==> src/rtl/onehot_dec_pkg.sv <==
package onehot_dec_pkg;
  localparam int unsigned DEF_CODE_W = 8;

  function automatic int unsigned half_lo(input int unsigned w);
    return w / 2;
  endfunction

  function automatic int unsigned half_hi(input int unsigned w);
    return w - (w / 2);
  endfunction
endpackage

==> src/rtl/onehot_nibble_predec.sv <==
module onehot_nibble_predec #(
  parameter int unsigned IN_W = 4,
  localparam int unsigned LINES = 1 << IN_W
) (
  input  logic             clk,
  input  logic             rst,
  input  logic             en,
  input  logic [IN_W-1:0]  field,
  output logic [LINES-1:0] vec
);
  logic [LINES-1:0] vec_nxt;

  always_comb begin
    for (int i = 0; i < LINES; i++) begin
      vec_nxt[i] = en && (field == IN_W'(i));
    end
  end

  always_ff @(posedge clk) begin
    if (rst) vec <= '0;
    else     vec <= vec_nxt;
  end

  // an enabled field yields exactly one active line next cycle
  assert_predec_single_R2: assert property (@(posedge clk) disable iff (rst)
    en |=> ($countones(vec) == 1));
  // a disabled field yields no active line next cycle
  assert_predec_idle_R5: assert property (@(posedge clk) disable iff (rst)
    !en |=> (vec == '0));
endmodule

==> src/rtl/onehot_rowcol_and.sv <==
module onehot_rowcol_and #(
  parameter int unsigned ROWS = 16,
  parameter int unsigned COLS = 16,
  localparam int unsigned OUT_W = ROWS * COLS
) (
  input  logic             clk,
  input  logic             rst,
  input  logic [ROWS-1:0]  row_vec,
  input  logic [COLS-1:0]  col_vec,
  output logic [OUT_W-1:0] word
);
  logic [OUT_W-1:0] word_nxt;

  for (genvar r = 0; r < ROWS; r++) begin : g_row
    for (genvar c = 0; c < COLS; c++) begin : g_col
      // reversed order: row/column pair (r,c) lands at the mirrored index
      assign word_nxt[OUT_W - 1 - (r * COLS + c)] = row_vec[r] & col_vec[c];
    end
  end

  always_ff @(posedge clk) begin
    if (rst) word <= '0;
    else     word <= word_nxt;
  end

  // the combined word never carries more than one set bit
  assert_word_atmost_one_R2: assert property (@(posedge clk) disable iff (rst)
    ($countones(word) <= 1));
endmodule

==> src/rtl/onehot_decode_pipe.sv <==
module onehot_decode_pipe
  import onehot_dec_pkg::*;
#(
  parameter int unsigned CODE_W = DEF_CODE_W,
  localparam int unsigned LO_W = half_lo(CODE_W),
  localparam int unsigned HI_W = half_hi(CODE_W),
  localparam int unsigned ROWS = 1 << HI_W,
  localparam int unsigned COLS = 1 << LO_W,
  localparam int unsigned OUT_W = 1 << CODE_W
) (
  input  logic              clk,
  input  logic              rst,
  input  logic              in_valid,
  input  logic [CODE_W-1:0] in_code,
  output logic              out_valid,
  output logic [OUT_W-1:0]  out_word
);
  // stage 1: pin registers
  logic [CODE_W-1:0] code_q;
  logic              v1, v2, v3;

  always_ff @(posedge clk) begin
    if (rst) begin
      code_q <= '0;
      v1     <= 1'b0;
      v2     <= 1'b0;
      v3     <= 1'b0;
    end else begin
      code_q <= in_code;
      v1     <= in_valid;
      v2     <= v1;
      v3     <= v2;
    end
  end

  // stage 2: per-half predecode
  logic [ROWS-1:0] row_vec;
  logic [COLS-1:0] col_vec;

  onehot_nibble_predec #(.IN_W(HI_W)) u_row (
    .clk(clk), .rst(rst), .en(v1),
    .field(code_q[CODE_W-1:LO_W]), .vec(row_vec)
  );

  onehot_nibble_predec #(.IN_W(LO_W)) u_col (
    .clk(clk), .rst(rst), .en(v1),
    .field(code_q[LO_W-1:0]), .vec(col_vec)
  );

  // stage 3: AND layer with output register
  onehot_rowcol_and #(.ROWS(ROWS), .COLS(COLS)) u_and (
    .clk(clk), .rst(rst), .row_vec(row_vec), .col_vec(col_vec), .word(out_word)
  );

  assign out_valid = v3;

  // checker: edges seen since reset, saturating at the pipeline depth
  logic [1:0] fill;
  always_ff @(posedge clk) begin
    if (rst)              fill <= '0;
    else if (fill != 2'd3) fill <= fill + 2'd1;
  end

  // first cycle after reset shows an idle, empty output
  assert_reset_clear_R1: assert property (@(posedge clk) disable iff (rst)
    $past(rst) |-> (!out_valid && out_word == '0));
  // no word without the flag
  assert_idle_zero_R5: assert property (@(posedge clk) disable iff (rst)
    !out_valid |-> (out_word == '0));
  // flag delayed by exactly three clocks
  assert_latency_R3: assert property (@(posedge clk) disable iff (rst)
    (fill == 2'd3) |-> (out_valid == $past(in_valid, 3)));
  // the mirrored index (all-ones minus code equals bitwise complement)
  assert_mapping_R2: assert property (@(posedge clk) disable iff (rst)
    (fill == 2'd3 && out_valid) |-> out_word[~$past(in_code, 3)]);
endmodule

==> config.mk <==
export PLATFORM = sky130hd
export DESIGN_NAME = onehot_decode_pipe
export DESIGN_NICKNAME = d
export VERILOG_FILES = /design/src/rtl/onehot_dec_pkg.sv /design/src/rtl/onehot_nibble_predec.sv /design/src/rtl/onehot_rowcol_and.sv /design/src/rtl/onehot_decode_pipe.sv
export SDC_FILE = /design/constraint.sdc
export NUM_CORES = 1
export LEC_CHECK = 0
export BUFFER_PORTS_ARGS = -buffer_cell sky130_fd_sc_hd__buf_4
export CAP_MARGIN = 20
export CORE_MARGIN = 4
export CORE_UTILIZATION = 45
export DETAILED_ROUTE_END_ITERATION = 6
export GPL_TIMING_DRIVEN = 0
export HOLD_SLACK_MARGIN = 0.06
export PLACE_DENSITY = 0.74
export REMOVE_ABC_BUFFERS = 1
export SETUP_SLACK_MARGIN = 0.2
export SYNTH_ARGS = -nofsm -noshare
export SYNTH_HDL_FRONTEND = slang
export SYNTH_SLANG_ARGS = --single-unit
==> constraint.sdc <==
create_clock -name clk -period 1.4 [get_ports clk]
set_input_delay 0.28 -clock clk [delete_from_list [all_inputs] [get_ports clk]]
set_output_delay 0.28 -clock clk [all_outputs]
set_load 0.02 [all_outputs]
==> results.sh, run 1 <==
export IMPL_layout_cells_most_common="dfxtp_2"
export IMPL_cp_max_fo=1
export IMPL_dp_cells=1124
export IMPL_grt_pass1_wl_microns=33900
export IMPL_wl_microns=22800
export IMPL_timing_final_crit_period_ns=1.28
export IMPL_path_depth=1
export IMPL_tritoncts="built"
export IMPL_cp_num_buf_inv=1
export IMPL_synth_area_sq_um=8220
export IMPL_fin_crit_sh_pct=91.3
export IMPL_cp_top_family="flip-flops"
export IMPL_firstDrtPassIters=4
export IMPL_arrival_ns=1.00
export IMPL_instances_no_fill=1187
export IMPL_setup_slack_ns=0.122
export IMPL_wire_per_inst_microns=19.2
export IMPL_nNetsFinal=946
export IMPL_start_kind="flop"
export IMPL_grtUsageTotal_pct=21.9
export IMPL_min_path_type="in2reg"
export IMPL_drc=0
export IMPL_initial_core_util_pct=45.7
export IMPL_clockBufferDepth=3
export IMPL_drt_iter0_drc=165
export IMPL_grt_pass1_vias=5656
export IMPL_worst_slew_pin_slew_ns=0.822
export IMPL_viasPerCell=4.51
export IMPL_crit_path_cell_trace="buf_6"
export IMPL_maxCapViolations=0
export IMPL_irDropWorstVdd_mv=1.27
export IMPL_area_growth_syn_to_layout_pct=54.7
export IMPL_yosys_area_top_type="dfxtp_1"
export IMPL_clk_pin_slew_ns=0.07
export IMPL_gr_total_overflow=0
export IMPL_die_h_microns=143
export IMPL_drtAntennaViolNets=0
export IMPL_chipWidth_microns=143
export IMPL_cp_endpoint="out_word[120]"
export IMPL_r2r_start="u_col.vec[2]"
export IMPL_die_area_sq_um=20500
export IMPL_worst_r2r_cell_count=1
export IMPL_powerDensity_nw_per_um2=1290
export IMPL_slowest_delay_ns=0.34
export IMPL_timing_fmax_ghz=0.783
export IMPL_max_slew_margin_rel_pct=45.2
export IMPL_ys_ff_latch=299
export IMPL_finalHoldViolations=0
export IMPL_postSynthCellCount=663
export IMPL_core_area_sq_um=18000
export IMPL_rsz0062_at_grt="yes"
export IMPL_status="complete, no violations"
export IMPL_syn_area_per_cell_sq_um=12.4
export IMPL_vias=5351
export IMPL_pre_cts_slack_ns=-0.00276
export IMPL_fillers=1187
export IMPL_cts_setup_buffers=0
export IMPL_ys_warn_count=0
export IMPL_final_cell_mix="dfxtp_2, buf_6, and2_1"
export IMPL_crit_required_ns=1.12
export IMPL_insertion_delay_ns=0.54
export IMPL_gp_congestion=0.743
export IMPL_skew_ns=0.00772
export IMPL_cellLeakagePower_nw=5.58
export IMPL_hpwl_microns=13500
export IMPL_cts_root_buf="clkbuf_16"
export IMPL_setup_viol=0
export IMPL_synth_top_area_share_pct=72.8
export IMPL_hold_slack_ns=0.153
export IMPL_r2r_end="u_and.word[189]"
export IMPL_yosysUniqueCellTypes=17
export IMPL_slew_violations=0
export IMPL_place_area_sq_um=10400
export IMPL_ys_seq_area_share_pct=72.8
export IMPL_hold_path_cell_count=2
export IMPL_grt_max_degree=36
export IMPL_fin_area_sq_um=12700
export IMPL_antenna_found_initial=0
export IMPL_cp_slowest_cell="dfxtp_2"
export IMPL_numPortBuffers=267
export IMPL_worstSetupPathType="reg2out"
export IMPL_htree_levels=1
export IMPL_num_io_pins=268
export IMPL_crit_path_end_kind="primary output"
export IMPL_power_mw=16.5
export IMPL_cts_buffers=29
export IMPL_num_rows=49
export IMPL_drive_gt1_share_pct=62.5
export IMPL_numClockSinks=299
export IMPL_rrSetupSlack_ns=0.23
export IMPL_crit_start="u_and.word[120]"
export IMPL_yosys_top_cells_area="dfxtp_1, and2_1, nor2_1, nor2b_2, clkbuf_1"
[per-layer routing]
metal	part of all wire [%]	track usage, %
met5	0	0
met4	3.3	7.20
met3	7.7	5.86
met2	51	38.9
met1	38	25.6
[kinds of logic (layout without fill, tap and decap cells)]
group,Yosys count,count (layout),share of synthesized area [%]
DFF,299,299,72.8
other,0,1,0
buffers and inverters,35,329,1.89
and+or+nand+nor,329,329,25.3
[cell usage after synthesis (all sizes together)]
cell type / number
buf: 1
nand2: 2
dfxtp: 299
or4b: 2
nand2b: 4
nor3: 8
nor2b: 20
nand4bb: 4
and2: 256
nor2: 24
and2b: 7
nand4b: 2
clkbuf: 34
[sequential cells by signal (all words and copies together) (netlist names)]
| name | cells |
|---|---|
| u_and.word | 256 |
| code_q | 8 |
| v2 | 1 |
| u_row.vec | 16 |
| out_valid | 1 |
| u_col.vec | 16 |
| v1 | 1 |
[what timing repair did]
| item | CTS | global route |
|---|---|---|
| endpoints found under the setup margin | 259 | 268 |
| hold endpoints to repair | 9 | 0 |
| hold buffers | 9 | 0 |
| gates resized for setup | 512 | 8 |
[layout make-up]
class	instances	area (sq um)	share of cell area [%]
clock inverters	15	158	1.24
repair buffers	276	3060	24.1
flip-flops and latches	299	6310	49.7
well taps	229	287	2.25
multi-input cells	329	2090	16.4
clock buffers	38	810	6.37
diodes	1	2.50	0.0197
[how the worst min path moves through the flow]
stage | startpoint | to | slack [ns]
floorplan | rst | code_q[1] | 0.35
global placement | v2 | out_valid | 0.42
detailed placement | v2 | out_valid | 0.44
CTS | rst | code_q[7] | 0.12
global route | rst | code_q[5] | 0.15
finish | rst | code_q[1] | 0.15
[metrics by stage]
step	utilization (%)	TNS, ns
floorplan	-	0
global placement	57.6	0
detailed placement	57.6	-0.00276
CTS	70.7	0
global route	70.8	0
finish	70.8	0
[where the power goes]
| group | switching (mW) | internal [mW] | total [mW] | leakage [nW] |
|---|---|---|---|---|
| logic | 0.0497 | 0.0620 | 0.112 | 2.54 |
| clock network | 3.16 | 4.62 | 7.79 | 0.489 |
| registers | 0.0386 | 8.52 | 8.56 | 2.55 |
No activity file was read; power rests on OpenSTA's default activity.
==> run 2: changes to the inputs <==
Settings changed: CORE_UTILIZATION 45 to 29, PLACE_DENSITY 0.74 to 0.53.
==> run 2 against run 1 <==
Worst hold slack better by 0.045 ns. Cell area is 2.6% higher. Sequential share of layout area is 1.3 points lower. Routed wire length hardly changed. Clock power is 9.6% higher.
==> results.sh, run 2 (synthesized netlist as in run 1, its figures left out) <==
export IMPL_finalHoldViolations=0
export IMPL_cp_max_fo=1
export IMPL_place_area_sq_um=10500
export IMPL_tritoncts="built"
export IMPL_grt_use_met1_pct=17.6
export IMPL_drt_iter0_drc=196
export IMPL_crit_path_end_kind="primary output"
export IMPL_vias=5209
export IMPL_max_slew_margin_rel_pct=54.4
export IMPL_grt_busiest_layer="met2"
export IMPL_grt_pass1_wl_microns=33900
export IMPL_nNetsFinal=948
export IMPL_grt_pass1_vias=5460
export IMPL_powerDensity_nw_per_um2=1320
export IMPL_setup_tns_ns=0
export IMPL_gp_congestion=0.726
export IMPL_cts_buffers=31
export IMPL_num_rows=61
export IMPL_initial_core_util_pct=29.5
export IMPL_grt_max_degree=36
export IMPL_maxCapViolations=0
export IMPL_fillers=2541
export IMPL_antenna_found_initial=0
export IMPL_rsz0062_at_grt="yes"
export IMPL_grt_util_met2_pct=24.4
export IMPL_slowest_delay_ns=0.34
export IMPL_cellLeakagePower_nw=5.61
export IMPL_clk_pin_slew_ns=0.06
export IMPL_cp_top_family="flip-flops"
export IMPL_worst_slew_pin_slew_ns=0.683
export IMPL_crit_path_cell_trace="buf_6"
export IMPL_use_met3_pct=4.37
export IMPL_irDropWorstVdd_mv=0.791
export IMPL_start_kind="flop"
export IMPL_numClockSinks=299
export IMPL_firstDrtPassIters=4
export IMPL_wl_microns=22700
export IMPL_reg_top3="u_and.word: 256 flops, u_col.vec: 16 flops, u_row.vec: 16 flops"
export IMPL_crit_required_ns=1.12
export IMPL_hold_slack_ns=0.198
export IMPL_numPortBuffers=267
export IMPL_area_growth_syn_to_layout_pct=58.7
export IMPL_slew_violations=0
export IMPL_drtAntennaViolNets=0
export IMPL_cts_setup_buffers=0
export IMPL_fin_crit_sh_pct=90.9
export IMPL_insertion_delay_ns=0.54
export IMPL_hpwl_microns=14800
export IMPL_htree_levels=1
export IMPL_timing_fmax_ghz=0.786
export IMPL_num_io_pins=268
export IMPL_top_register="u_and.word"
export IMPL_cp_slowest_cell="dfxtp_2"
export IMPL_setup_viol=0
export IMPL_final_cell_mix="dfxtp_2, buf_6, and2_1"
export IMPL_core_area_sq_um=27900
export IMPL_timing_final_crit_period_ns=1.27
export IMPL_arrival_ns=0.99
export IMPL_cts_root_buf="clkbuf_16"
export IMPL_layout_cells_most_common="dfxtp_2"
export IMPL_skew_ns=0.0136
export IMPL_wire_per_inst_microns=17.0
export IMPL_drc=0
export IMPL_chipWidth_microns=176
export IMPL_viasPerCell=3.89
export IMPL_die_area_sq_um=31100
export IMPL_cp_num_buf_inv=1
export IMPL_gr_total_overflow=0
export IMPL_clockBufferDepth=3
export IMPL_min_path_type="in2reg"
export IMPL_worstSetupPathType="reg2out"
export IMPL_fin_area_sq_um=13000
export IMPL_die_h_microns=176
export IMPL_drive_gt1_share_pct=61.9
export IMPL_status="complete, no violations"
export IMPL_grtUsageTotal_pct=14.2
export IMPL_largest_reg_flops=256
==> run 2: cell count changes in the layout (fill, tap and decap cells not counted), sizes merged <==
cell,before,now
inv,2,0
diode,1,2
clkbuf,38,41
bufinv,3,6
clkinv,10,6
clkinvlp,0,2
==> run 2: final cells by class <==
cell class / count / area [sq um] / area share (%)
Sequential cell: 299 / 6310 / 48.4
Timing Repair Buffer: 276 / 3060 / 23.5
Multi-Input combinational cell: 329 / 2130 / 16.3
Clock buffer: 41 / 843 / 6.47
Tap cell: 378 / 473 / 3.63
Clock inverter: 14 / 225 / 1.73
Antenna cell: 2 / 5.00 / 0.0384
==> run 2: metrics by stage <==
stage	power (mW)	cells	setup slack (ns)	utilization, %
2_1_floorplan	8.78	628	0.332	-
3_3_place_gp	8.84	1273	-0.152	37.8
3_5_place_dp	8.84	1273	-0.165	37.8
4_1_cts	17.5	1337	0.0860	46.7
5_1_grt	17.8	1337	0.0768	46.8
6_report	17.2	1339	0.128	46.8
==> run 2: where the power goes <==
group          switching (mW)  internal, mW  total (mW)
Clock                    3.24          5.31        8.54
Sequential             0.0349          8.52        8.56
Combinational          0.0570        0.0631       0.120
==> run 2: metal layers <==
| layer | part of all wire (%) | vias to the layer above |
|---|---|---|
| li1 | - | 2568 |
| met1 | 41 | 2435 |
| met2 | 49 | 179 |
| met3 | 7.6 | 27 |
| met4 | 1.9 | 0 |
| met5 | 0 | - |
==> run 2: timing repair <==
| action | in CTS | in global routing |
|---|---|---|
| pin swaps | 0 | 0 |
| hold buffers | 9 | 0 |
| endpoints found under the setup margin | 346 | 311 |
| hold endpoints to repair | 9 | 0 |
| gates resized for setup | 520 | 5 |
==> run 2: path summary, 6_finish.rpt <==
check | end | from | cells past startpoint | slack, ns
max reg2reg | u_row.vec[2] | v1 | 2 | 0.24
max | out_word[249] | u_and.word[249] | 1 | 0.13
min | v1 | rst | 2 | 0.20
min reg2reg | out_valid | v2 | 1 | 0.48
